**src/rtl/cdu_pkg.sv**
```systemverilog
package cdu_pkg;
  typedef enum logic [1:0] {
    ST_IDLE  = 2'd0,
    ST_ARMED = 2'd1,
    ST_RUN   = 2'd2
  } cdu_state_e;
endpackage

```
**src/rtl/cdu_sync.sv**
```systemverilog
module cdu_sync #(
  parameter int WIDTH  = 32,
  parameter int STAGES = 2
) (
  input  logic             clk,
  input  logic             rst_n,
  input  logic             smp_clk,
  input  logic [WIDTH-1:0] din,
  input  logic             edge_sel,
  output logic             strobe,
  output logic [WIDTH-1:0] word
);
  logic [STAGES:0]    clk_pipe;
  logic [WIDTH-1:0]   dat_pipe [STAGES];

  always_ff @(posedge clk) begin
    if (!rst_n) clk_pipe <= '0;
    else        clk_pipe <= {clk_pipe[STAGES-1:0], smp_clk};
  end

  genvar g;
  generate
    for (g = 0; g < STAGES; g++) begin : g_dat
      if (g == 0) begin : g_first
        always_ff @(posedge clk) begin
          if (!rst_n) dat_pipe[g] <= '0;
          else        dat_pipe[g] <= din;
        end
      end else begin : g_rest
        always_ff @(posedge clk) begin
          if (!rst_n) dat_pipe[g] <= '0;
          else        dat_pipe[g] <= dat_pipe[g-1];
        end
      end
    end
  endgenerate

  logic now_lvl, old_lvl;
  assign now_lvl = clk_pipe[STAGES-1];
  assign old_lvl = clk_pipe[STAGES];
  assign strobe  = edge_sel ? (old_lvl & ~now_lvl) : (now_lvl & ~old_lvl);
  assign word    = dat_pipe[STAGES-1];

  AST_STROBE_SINGLE: assert property (@(posedge clk) disable iff (!rst_n)
    strobe |=> !strobe);
endmodule

```
**src/rtl/cdu_ctrl.sv**
```systemverilog
module cdu_ctrl
  import cdu_pkg::*;
(
  input  logic clk,
  input  logic rst_n,
  input  logic arm,
  input  logic go,
  input  logic halt,
  output logic running,
  output logic ready_for_start
);
  cdu_state_e state, nxt;

  always_comb begin
    nxt = state;
    if (halt) nxt = ST_IDLE;
    else begin
      unique case (state)
        ST_IDLE:  if (arm) nxt = ST_ARMED;
        ST_ARMED: if (go)  nxt = ST_RUN;
        ST_RUN:   nxt = ST_RUN;
        default:  nxt = ST_IDLE;
      endcase
    end
  end

  always_ff @(posedge clk) begin
    if (!rst_n) state <= ST_IDLE;
    else        state <= nxt;
  end

  assign running         = (state == ST_RUN);
  assign ready_for_start = (state == ST_ARMED);

  AST_RUN_AFTER_ARM: assert property (@(posedge clk) disable iff (!rst_n)
    $rose(running) |-> $past(ready_for_start) && $past(go));
  AST_HALT_IDLE: assert property (@(posedge clk) disable iff (!rst_n)
    halt |=> !running && !ready_for_start);
endmodule

```
**src/rtl/cdu_detect.sv**
```systemverilog
module cdu_detect #(
  parameter int WIDTH = 32
) (
  input  logic             clk,
  input  logic             rst_n,
  input  logic             strobe,
  input  logic             running,
  input  logic [WIDTH-1:0] word,
  input  logic [WIDTH-1:0] rise_en,
  input  logic [WIDTH-1:0] fall_en,
  output logic             hit,
  output logic [WIDTH-1:0] hit_mask
);
  logic [WIDTH-1:0] prev;
  logic             base_ok;

  genvar c;
  generate
    for (c = 0; c < WIDTH; c++) begin : g_chan
      logic went_up, went_dn;
      assign went_up     = ~prev[c] &  word[c];
      assign went_dn     =  prev[c] & ~word[c];
      assign hit_mask[c] = (went_up & rise_en[c]) | (went_dn & fall_en[c]);
    end
  endgenerate

  assign hit = strobe && running && base_ok && (|hit_mask);

  always_ff @(posedge clk) begin
    if (!rst_n) begin
      prev    <= '0;
      base_ok <= 1'b0;
    end else if (!running) begin
      base_ok <= 1'b0;
    end else if (strobe) begin
      prev    <= word;
      base_ok <= 1'b1;
    end
  end

  AST_NO_HIT_ON_BASE: assert property (@(posedge clk) disable iff (!rst_n)
    (strobe && running && !base_ok) |-> !hit);
endmodule

```
**src/rtl/cdu_pulse.sv**
```systemverilog
module cdu_pulse #(
  parameter int CNT_W = 8
) (
  input  logic             clk,
  input  logic             rst_n,
  input  logic             load,
  input  logic             rate_fast,
  input  logic [CNT_W-1:0] pw_slow,
  input  logic [CNT_W-1:0] pw_fast,
  output logic             pulse
);
  logic [CNT_W-1:0] cnt;
  logic [CNT_W-1:0] width;

  assign width = rate_fast ? pw_fast : pw_slow;

  always_ff @(posedge clk) begin
    if (!rst_n)          cnt <= '0;
    else if (load)       cnt <= width;
    else if (cnt != '0)  cnt <= cnt - 1'b1;
  end

  assign pulse = (cnt != '0);

  AST_PULSE_ON_LOAD: assert property (@(posedge clk) disable iff (!rst_n)
    (load && width != '0) |=> pulse);
endmodule

```
**src/rtl/cdu_capture.sv**
```systemverilog
module cdu_capture #(
  parameter int WIDTH = 32
) (
  input  logic             clk,
  input  logic             rst_n,
  input  logic             hit,
  input  logic [WIDTH-1:0] word,
  input  logic [WIDTH-1:0] mask,
  output logic             cap_valid,
  input  logic             cap_ready,
  output logic [WIDTH-1:0] cap_data,
  output logic [WIDTH-1:0] cap_mask
);
  logic take;
  assign take = hit && (!cap_valid || cap_ready);

  always_ff @(posedge clk) begin
    if (!rst_n) begin
      cap_valid <= 1'b0;
      cap_data  <= '0;
      cap_mask  <= '0;
    end else if (take) begin
      cap_valid <= 1'b1;
      cap_data  <= word;
      cap_mask  <= mask;
    end else if (cap_ready) begin
      cap_valid <= 1'b0;
    end
  end

  AST_CAP_HOLD: assert property (@(posedge clk) disable iff (!rst_n)
    (cap_valid && !cap_ready) |=> cap_valid && $stable(cap_data) && $stable(cap_mask));
  AST_CAP_FILL: assert property (@(posedge clk) disable iff (!rst_n)
    (hit && !cap_valid) |=> cap_valid);
endmodule

```
**src/rtl/change_detect_unit.sv**
```systemverilog
module change_detect_unit #(
  parameter int WIDTH       = 32,
  parameter int CNT_W       = 8,
  parameter int SYNC_STAGES = 2
) (
  input  logic             clk,
  input  logic             rst_n,
  input  logic             smp_clk,
  input  logic [WIDTH-1:0] din,
  input  logic [WIDTH-1:0] rise_en,
  input  logic [WIDTH-1:0] fall_en,
  input  logic             edge_sel,
  input  logic             rate_fast,
  input  logic [CNT_W-1:0] pw_slow,
  input  logic [CNT_W-1:0] pw_fast,
  input  logic             arm,
  input  logic             go,
  input  logic             halt,
  output logic             ready_for_start,
  output logic             evt_pulse,
  output logic             cap_valid,
  input  logic             cap_ready,
  output logic [WIDTH-1:0] cap_data,
  output logic [WIDTH-1:0] cap_mask
);
  logic             strobe;
  logic [WIDTH-1:0] word;
  logic             running;
  logic             hit;
  logic [WIDTH-1:0] hit_mask;

  cdu_sync #(.WIDTH(WIDTH), .STAGES(SYNC_STAGES)) u_sync (
    .clk(clk), .rst_n(rst_n), .smp_clk(smp_clk), .din(din),
    .edge_sel(edge_sel), .strobe(strobe), .word(word)
  );

  cdu_ctrl u_ctrl (
    .clk(clk), .rst_n(rst_n), .arm(arm), .go(go), .halt(halt),
    .running(running), .ready_for_start(ready_for_start)
  );

  cdu_detect #(.WIDTH(WIDTH)) u_detect (
    .clk(clk), .rst_n(rst_n), .strobe(strobe), .running(running),
    .word(word), .rise_en(rise_en), .fall_en(fall_en),
    .hit(hit), .hit_mask(hit_mask)
  );

  cdu_pulse #(.CNT_W(CNT_W)) u_pulse (
    .clk(clk), .rst_n(rst_n), .load(hit), .rate_fast(rate_fast),
    .pw_slow(pw_slow), .pw_fast(pw_fast), .pulse(evt_pulse)
  );

  cdu_capture #(.WIDTH(WIDTH)) u_cap (
    .clk(clk), .rst_n(rst_n), .hit(hit), .word(word), .mask(hit_mask),
    .cap_valid(cap_valid), .cap_ready(cap_ready),
    .cap_data(cap_data), .cap_mask(cap_mask)
  );

  AST_HIT_ONLY_RUNNING: assert property (@(posedge clk) disable iff (!rst_n)
    hit |-> running && !ready_for_start);
  AST_DONTCARE_SILENT: assert property (@(posedge clk) disable iff (!rst_n)
    hit |-> ((hit_mask & ~(rise_en | fall_en)) == '0));
endmodule

```
**config.mk**
```make
export PLATFORM = sky130hd
export DESIGN_NAME = change_detect_unit
export DESIGN_NICKNAME = d
export VERILOG_FILES = /design/src/rtl/cdu_pkg.sv /design/src/rtl/cdu_sync.sv /design/src/rtl/cdu_ctrl.sv /design/src/rtl/cdu_detect.sv /design/src/rtl/cdu_pulse.sv /design/src/rtl/cdu_capture.sv /design/src/rtl/change_detect_unit.sv
export SDC_FILE = /design/constraint.sdc
export NUM_CORES = 1
export LEC_CHECK = 0
export BUFFER_PORTS_ARGS = -buffer_cell sky130_fd_sc_hd__buf_2
export CELL_PAD_IN_SITES_DETAIL_PLACEMENT = 0
export CELL_PAD_IN_SITES_GLOBAL_PLACEMENT = 1
export CORE_MARGIN = 4
export CORE_UTILIZATION = 39
export DETAILED_ROUTE_END_ITERATION = 12
export PLACE_DENSITY = 0.78
export RECOVER_POWER = 100
export SYNTH_ARGS = -nofsm -noshare
export SYNTH_HDL_FRONTEND = slang
export SYNTH_HIERARCHICAL = 1
export SYNTH_SLANG_ARGS = --single-unit
```
**constraint.sdc**
```tcl
create_clock -name clk -period 2.45 [get_ports clk]
set_clock_uncertainty 0.15 [all_clocks]
set_input_delay 0.49 -clock clk [delete_from_list [all_inputs] [get_ports clk]]
set_output_delay 0.49 -clock clk [all_outputs]
set_load 0.01 [all_outputs]
```
== Yosys cells after proc, flatten, opt, wreduce, memory -nomap -nowiden ==
Memory sizes are Yosys's and may differ from the RTL's.
Index checks and enable logic that the tools add are counted.

* Register bits after elaboration: 111
* Bits in writable memories: 64
* Input port bits: 121
* Output and inout port bits: 67
* Logic and storage cells: 273
* Memories: 1

{| class="wikitable"
|+ Memories
! name !! words !! bits a word !! read ports !! clocked after memory_dff !! wr ports !! line !! text
|-
| u_sync.dat_pipe || 2 || 32 || 2 || 0 || 2 || cdu_sync.sv:14 || <nowiki>logic [WIDTH-1:0] dat_pipe [STAGES];</nowiki>
|}

* Add/sub/neg operators: 1
* Equality and inequality tests: 4
* Mux-type cells: 13
* Bitwise gates (word level): 231
* Reduce and logical (&&, ||, !) cells: 15

{| class="wikitable"
|+ Operators by type and width
! operator !! number
|-
| AND 1 bit || 130
|-
| NOT 1 bit || 67
|-
| 2-to-1 mux 32 bit || 2
|-
| OR 1 bit || 34
|-
| OR reduction 32 bit || 1
|-
| 2-to-1 mux 8 bit || 3
|-
| nonzero test 8 bit || 1
|-
| subtractor 8 x 1 -> 8 bit, second input constant || 1
|-
| one-hot mux 2 bit (3 select lines) || 1
|-
| AND reduction 2 bit || 3
|-
| 2-to-1 mux 1 bit || 5
|-
| logical AND 1 bit || 4
|-
| 2-to-1 mux 2 bit || 2
|-
| != test 2 bit, second input constant || 2
|-
| nonzero test 2 bit || 2
|-
| == test 2 x 1 -> 1 bit, second input constant || 1
|-
| == test 2 bit, second input constant || 1
|-
| zero test 2 bit || 1
|-
| OR reduction 2 bit || 1
|-
| zero test 1 bit || 1
|-
| logical OR 1 bit || 1
|}

== Logic depth before layout (Yosys ltp) ==
* Word-level depth: 8
* Gate-level depth with buffers: 10
* Mapped depth without buffers: 8

== Cells and area by module ==
Netlist, hierarchy kept.

{| class="wikitable"
|+ Modules (own cells, without submodules)
! module !! times used !! cells an instance !! area each (um^2) !! sequential area each (um^2)
|-
| cdu_capture || 1 || 281 || 2661.3 || 1301.2
|-
| cdu_detect || 1 || 249 || 1860.5 || 660.6
|-
| cdu_sync || 1 || 144 || 1833.0 || 1341.3
|-
| cdu_pulse || 1 || 59 || 556.8 || 160.2
|-
| cdu_ctrl || 1 || 17 || 157.7 || 40.0
|}

== Worst setup path before layout ==
No wires, ideal clock.

* Kind: input -> register
* Start point: in edge_sel
* End point: reg u_cap.cap_mask[9]
* Data arrival time: 2.069 ns
* Required time: 2.228 ns
* Setup slack: 0.159 ns
* Stages on the path: 10
* Buffers on the path: 4
* Cell sequence: nand2_1 o22ai_1 and2_1 buf_2 buf_2 o211a_1 nor2b_2 buf_12 buf_12 mux2i_1

* Cells in the longest elaborated chain, start to end: 5

{| class="wikitable"
|+ RTL lines
! item !! line !! text
|-
| start, declared || change_detect_unit.sv:12 || <nowiki>input logic edge_sel,</nowiki>
|-
| 2-to-1 mux 1 bit || cdu_sync.sv:41 || <nowiki>assign strobe = edge_sel ? (old_lvl & ~now_lvl) : (now_lvl & ~old_lvl);</nowiki>
|-
| via strobe || change_detect_unit.sv:26 || <nowiki>logic strobe;</nowiki>
|-
| logical AND 1 bit (3 in series) || cdu_detect.sv:27 || <nowiki>assign hit = strobe && running && base_ok && (|hit_mask);</nowiki>
|-
| via hit || change_detect_unit.sv:29 || <nowiki>logic hit;</nowiki>
|-
| logical AND 1 bit || cdu_capture.sv:15 || <nowiki>assign take = hit && (!cap_valid || cap_ready);</nowiki>
|-
| end signal, assigned || cdu_capture.sv:25 || <nowiki>cap_mask <= mask;</nowiki>
|-
| end, declared || cdu_capture.sv:12 || <nowiki>output logic [WIDTH-1:0] cap_mask</nowiki>
|}

The timed path passes the listed nets, and every way through them passes these cells.
A chain may end at the register's enable or synchronous reset.

== Worst setup path after layout ==
* Start point: reg u_pulse.cnt[3]
* End point: out evt_pulse

* Cells in the longest elaborated chain, start to end: 1

{| class="wikitable"
|+ RTL lines
! item !! line !! text
|-
| start, declared || cdu_pulse.sv:12 || <nowiki>logic [CNT_W-1:0] cnt;</nowiki>
|-
| start signal, assigned || cdu_pulse.sv:19 || <nowiki>else if (load) cnt <= width;</nowiki>
|-
| start signal, assigned || cdu_pulse.sv:20 || <nowiki>else if (cnt != '0) cnt <= cnt - 1'b1;</nowiki>
|-
| nonzero test 8 bit || cdu_pulse.sv:23 || <nowiki>assign pulse = (cnt != '0);</nowiki>
|-
| end, declared || change_detect_unit.sv:20 || <nowiki>output logic evt_pulse,</nowiki>
|}

Every way passes these cells.

==> results by group <==
Clock tree
  • CTS Buf Count: 17
  • Number of setup buffers added after CTS: 0
  • CTS H-tree lvls: 4
  • Clk_lat worst skew: 410 ps
  • Clock buffer depth: 2
  • CTS tree: yes
  • CTS root buffer: clkbuf_16
  • CTS sink cnt: 175
  • Clock transition at path regs: 70 ps

Placed design
  • Final GP Congestion: 0.768
  • PortBufs: 187
  • Pre-CTS setup slack: -241 ps
  • Post-DP HPWL: 11,800 um

Logic synthesis
  • FF+latch count, synth: 175
  • Cell Area, Synth: 0.00707 mm2
  • Yosys cell types: 49
  • Cells after Synth: 750
  • Most used DFF post-synth: dfxtp_1
  • Average cell area after synthesis: 9.43 um2
  • Synthesis Warnings: 6
  • Async set-or-reset flop fraction in the synthesized netlist: 0%
  • Synthesized Nets: 876
  • Sequential element share of the synthesized area: 49.6%
  • Post-synth EDFFs: 0

Global route
  • First-pass GRT wire length: 26,300 um
  • Congestion Overflow GR: 0
  • Initial antenna violation count: 0
  • Largest net degree at the start of global routing: 74
  • Vias in the first global route: 5,160
  • GRT Total Usage: 16.2%

Routing
  • Iteration-0 DRC Markers: 221
  • Routed WL: 16,600 um
  • WL per Instance: 14.1 um
  • Post-DRT Antenna Nets: 0
  • Vias per Instance: 4.64
  • TritonRoute pass-1 iters: 4
  • Residual DRC count: 0
  • Vias: 5,458

Cells and area
  • Layout cells sized above 1: 23.4%
  • Fin nets: 1,065
  • Final core occ: 50.1%
  • Area grow syn2layout: 24.4%
  • Ant diodes: 0

Timing
  • Fin. Hold Viols: 0
  • Final Slew Violations: 0
  • Final worst slack: 9.46 ps
  • Slew HR: 36.4%
  • Total Neg Setup Slack: 0 ps
  • Final setup violation count: 0
  • Tmin final: 2440 ps
  • WHS: 125 ps
  • Worst-Margin Slew: 954 ps
  • F_max: 410 MHz
  • Final period utilization: 99.6%
  • RSZ-0062 raised after global routing: yes

Worst setup path
  • Beginning of the critical path: u_pulse/cnt[3]$_SDFFE_PN0P_
  • Critical Path End Type: output port
  • Critical Path Sink: evt_pulse
  • Crit path DAT: 1800 ps
  • Worst Path Required: 1810 ps
  • WS Path Type: reg -> out
  • Critical path peak fanout: 4
  • CP startpoint kind: flip-flop
  • Reg2reg start: u_sync/dat_pipe[1][29]$_SDFF_PN0_
  • R2r setup slk: 160 ps
  • Reg2reg path depth: 10
  • R2R Path End: u_pulse/cnt[5]$_SDFFE_PN0P_

Floorplanning
  • Die W: 143 um
  • Starting density of the core: 40.3%
  • Floorplan core area: 0.0175 mm2
  • # rows: 48
  • Die height: 143 um
  • DIE AREA: 0.0203 mm2
  • I/O pins: 188

Run
  • Max-cap violations: 0

Status
  • Status: complete, no violations

Pwr
  • LEAKAGE: 3.30 nW
  • P per Cell Area: 763 mW/mm2
  • Peak supply drop: 0.000546 V
  • Overall power: 0.00671 W

Hold path
  • Worst hold path class: in -> reg
## registers in the layout, summed over array words and instances (netlist names)
signal,cells
u_cap/cap_data,32
u_cap/cap_mask,32
u_cap/cap_valid,1
u_ctrl/state,2
u_detect/base_ok,1
u_detect/prev,32
u_pulse/cnt,8
u_sync/clk_pipe,3
u_sync/dat_pipe,64
## cell usage in the layout, fill, tap and decap left out, types with 5 or more instances in the layout
master       n
buf_2      119
dfxtp_1    158
dfxtp_2     15
nand3b_1    32
a21boi_0    31
and2_0      14
o21ai_1     20
o21ai_2     13
ha_1         5
nand2_1    227
and2_1      53
mux2i_1     70
buf_4       14
clkbuf_16   17
nor2_1       5
clkbuf_1    68
a211oi_1     6
## what timing repair did
| item | CTS | global route |
|---|---|---|
| resized for setup | 7 | 26 |
| setup endpoints to repair | 4 | 6 |
| hold buffers | 0 | 0 |
| pin swaps | 1 | 8 |
## how the worst min path moves through the flow
stage / start / end / slack, ps / cells after the start
6_report: din[12] / u_sync/dat_pipe[0][12]$_SDFF_PN0_ / 130 / 2
5_1_grt: din[9] / u_sync/dat_pipe[0][9]$_SDFF_PN0_ / 100 / 2
4_1_cts: din[14] / u_sync/dat_pipe[0][14]$_SDFF_PN0_ / 100 / 2
3_5_place_dp: u_sync/dat_pipe[0][27]$_SDFF_PN0_ / u_sync/dat_pipe[1][27]$_SDFF_PN0_ / 270 / 1
3_3_place_gp: u_sync/dat_pipe[0][27]$_SDFF_PN0_ / u_sync/dat_pipe[1][27]$_SDFF_PN0_ / 260 / 1
2_1_floorplan: u_sync/dat_pipe[0][27]$_SDFF_PN0_ / u_sync/dat_pipe[1][27]$_SDFF_PN0_ / 260 / 1
## cells in the mapped netlist, drive strengths merged (3+ instances only)
cell / count / area share, %
nand3: 3 / 0.21
nor2b: 4 / 0.50
o21ai: 35 / 3.1
nor2: 5 / 0.27
and2: 68 / 6.0
buf: 36 / 4.5
mux2i: 70 / 9.9
or3: 3 / 0.35
nand2: 227 / 12
inv: 5 / 0.27
ha: 5 / 0.88
a21oi: 4 / 0.28
nor4: 8 / 1.2
xnor2: 3 / 0.37
xor2: 3 / 0.37
nand3b: 32 / 3.4
a211oi: 6 / 0.64
clkbuf: 5 / 0.27
a21boi: 32 / 3.4
dfxtp: 175 / 50
nand2b: 3 / 0.48
## worst max-delay path: stages (launching register included)
cell	delay, ps
dfxtp_2	340
or4_4	560
or3_4	360
buf_6	130
## cells by family (layout without fill, tap and decap cells)
logic type      count (synthesis)  count (layout)  share of synthesized area (%)
mux                            71              71                           10.1
buf+inv                        46             247                           5.01
fa+ha+maj                       5               5                          0.885
flops                         175             175                           49.6
simple gates                  362             362                           25.4
compound gates                 85              85                           8.30
xor+xnor                        6               6                          0.743
## where the power goes
| part | internal, W | switching [W] |
|---|---|---|
| Sequential | 0.00296 | 0.0000809 |
| Combinational | 0.000417 | 0.000356 |
| Clock | 0.00177 | 0.00112 |
## per-layer routing
layer	track usage, %	routed length [um]
met1	22.1	7810
met2	25.6	7520
met3	4.69	1150
met5	0	0
met4	4.05	119
## metrics by stage
| stage | std cells | instance area, um2 |
|---|---|---|
| floorplan | 750 | 7070 |
| global placement | 1145 | 8210 |
| detailed placement | 1145 | 8210 |
| CTS | 1176 | 8890 |
| global route | 1176 | 8790 |
| finish | 1176 | 8790 |
## area by class of cell
type,count,area [um2]
inverters,5,22.5
fillers,1737,8750
multi-input cells,529,3270
well taps,225,282
clock buffers,20,457
repair buffers,211,1050
clock inverters,11,181
flip-flops and latches,175,3530
(Power assumes the default switching activity.)
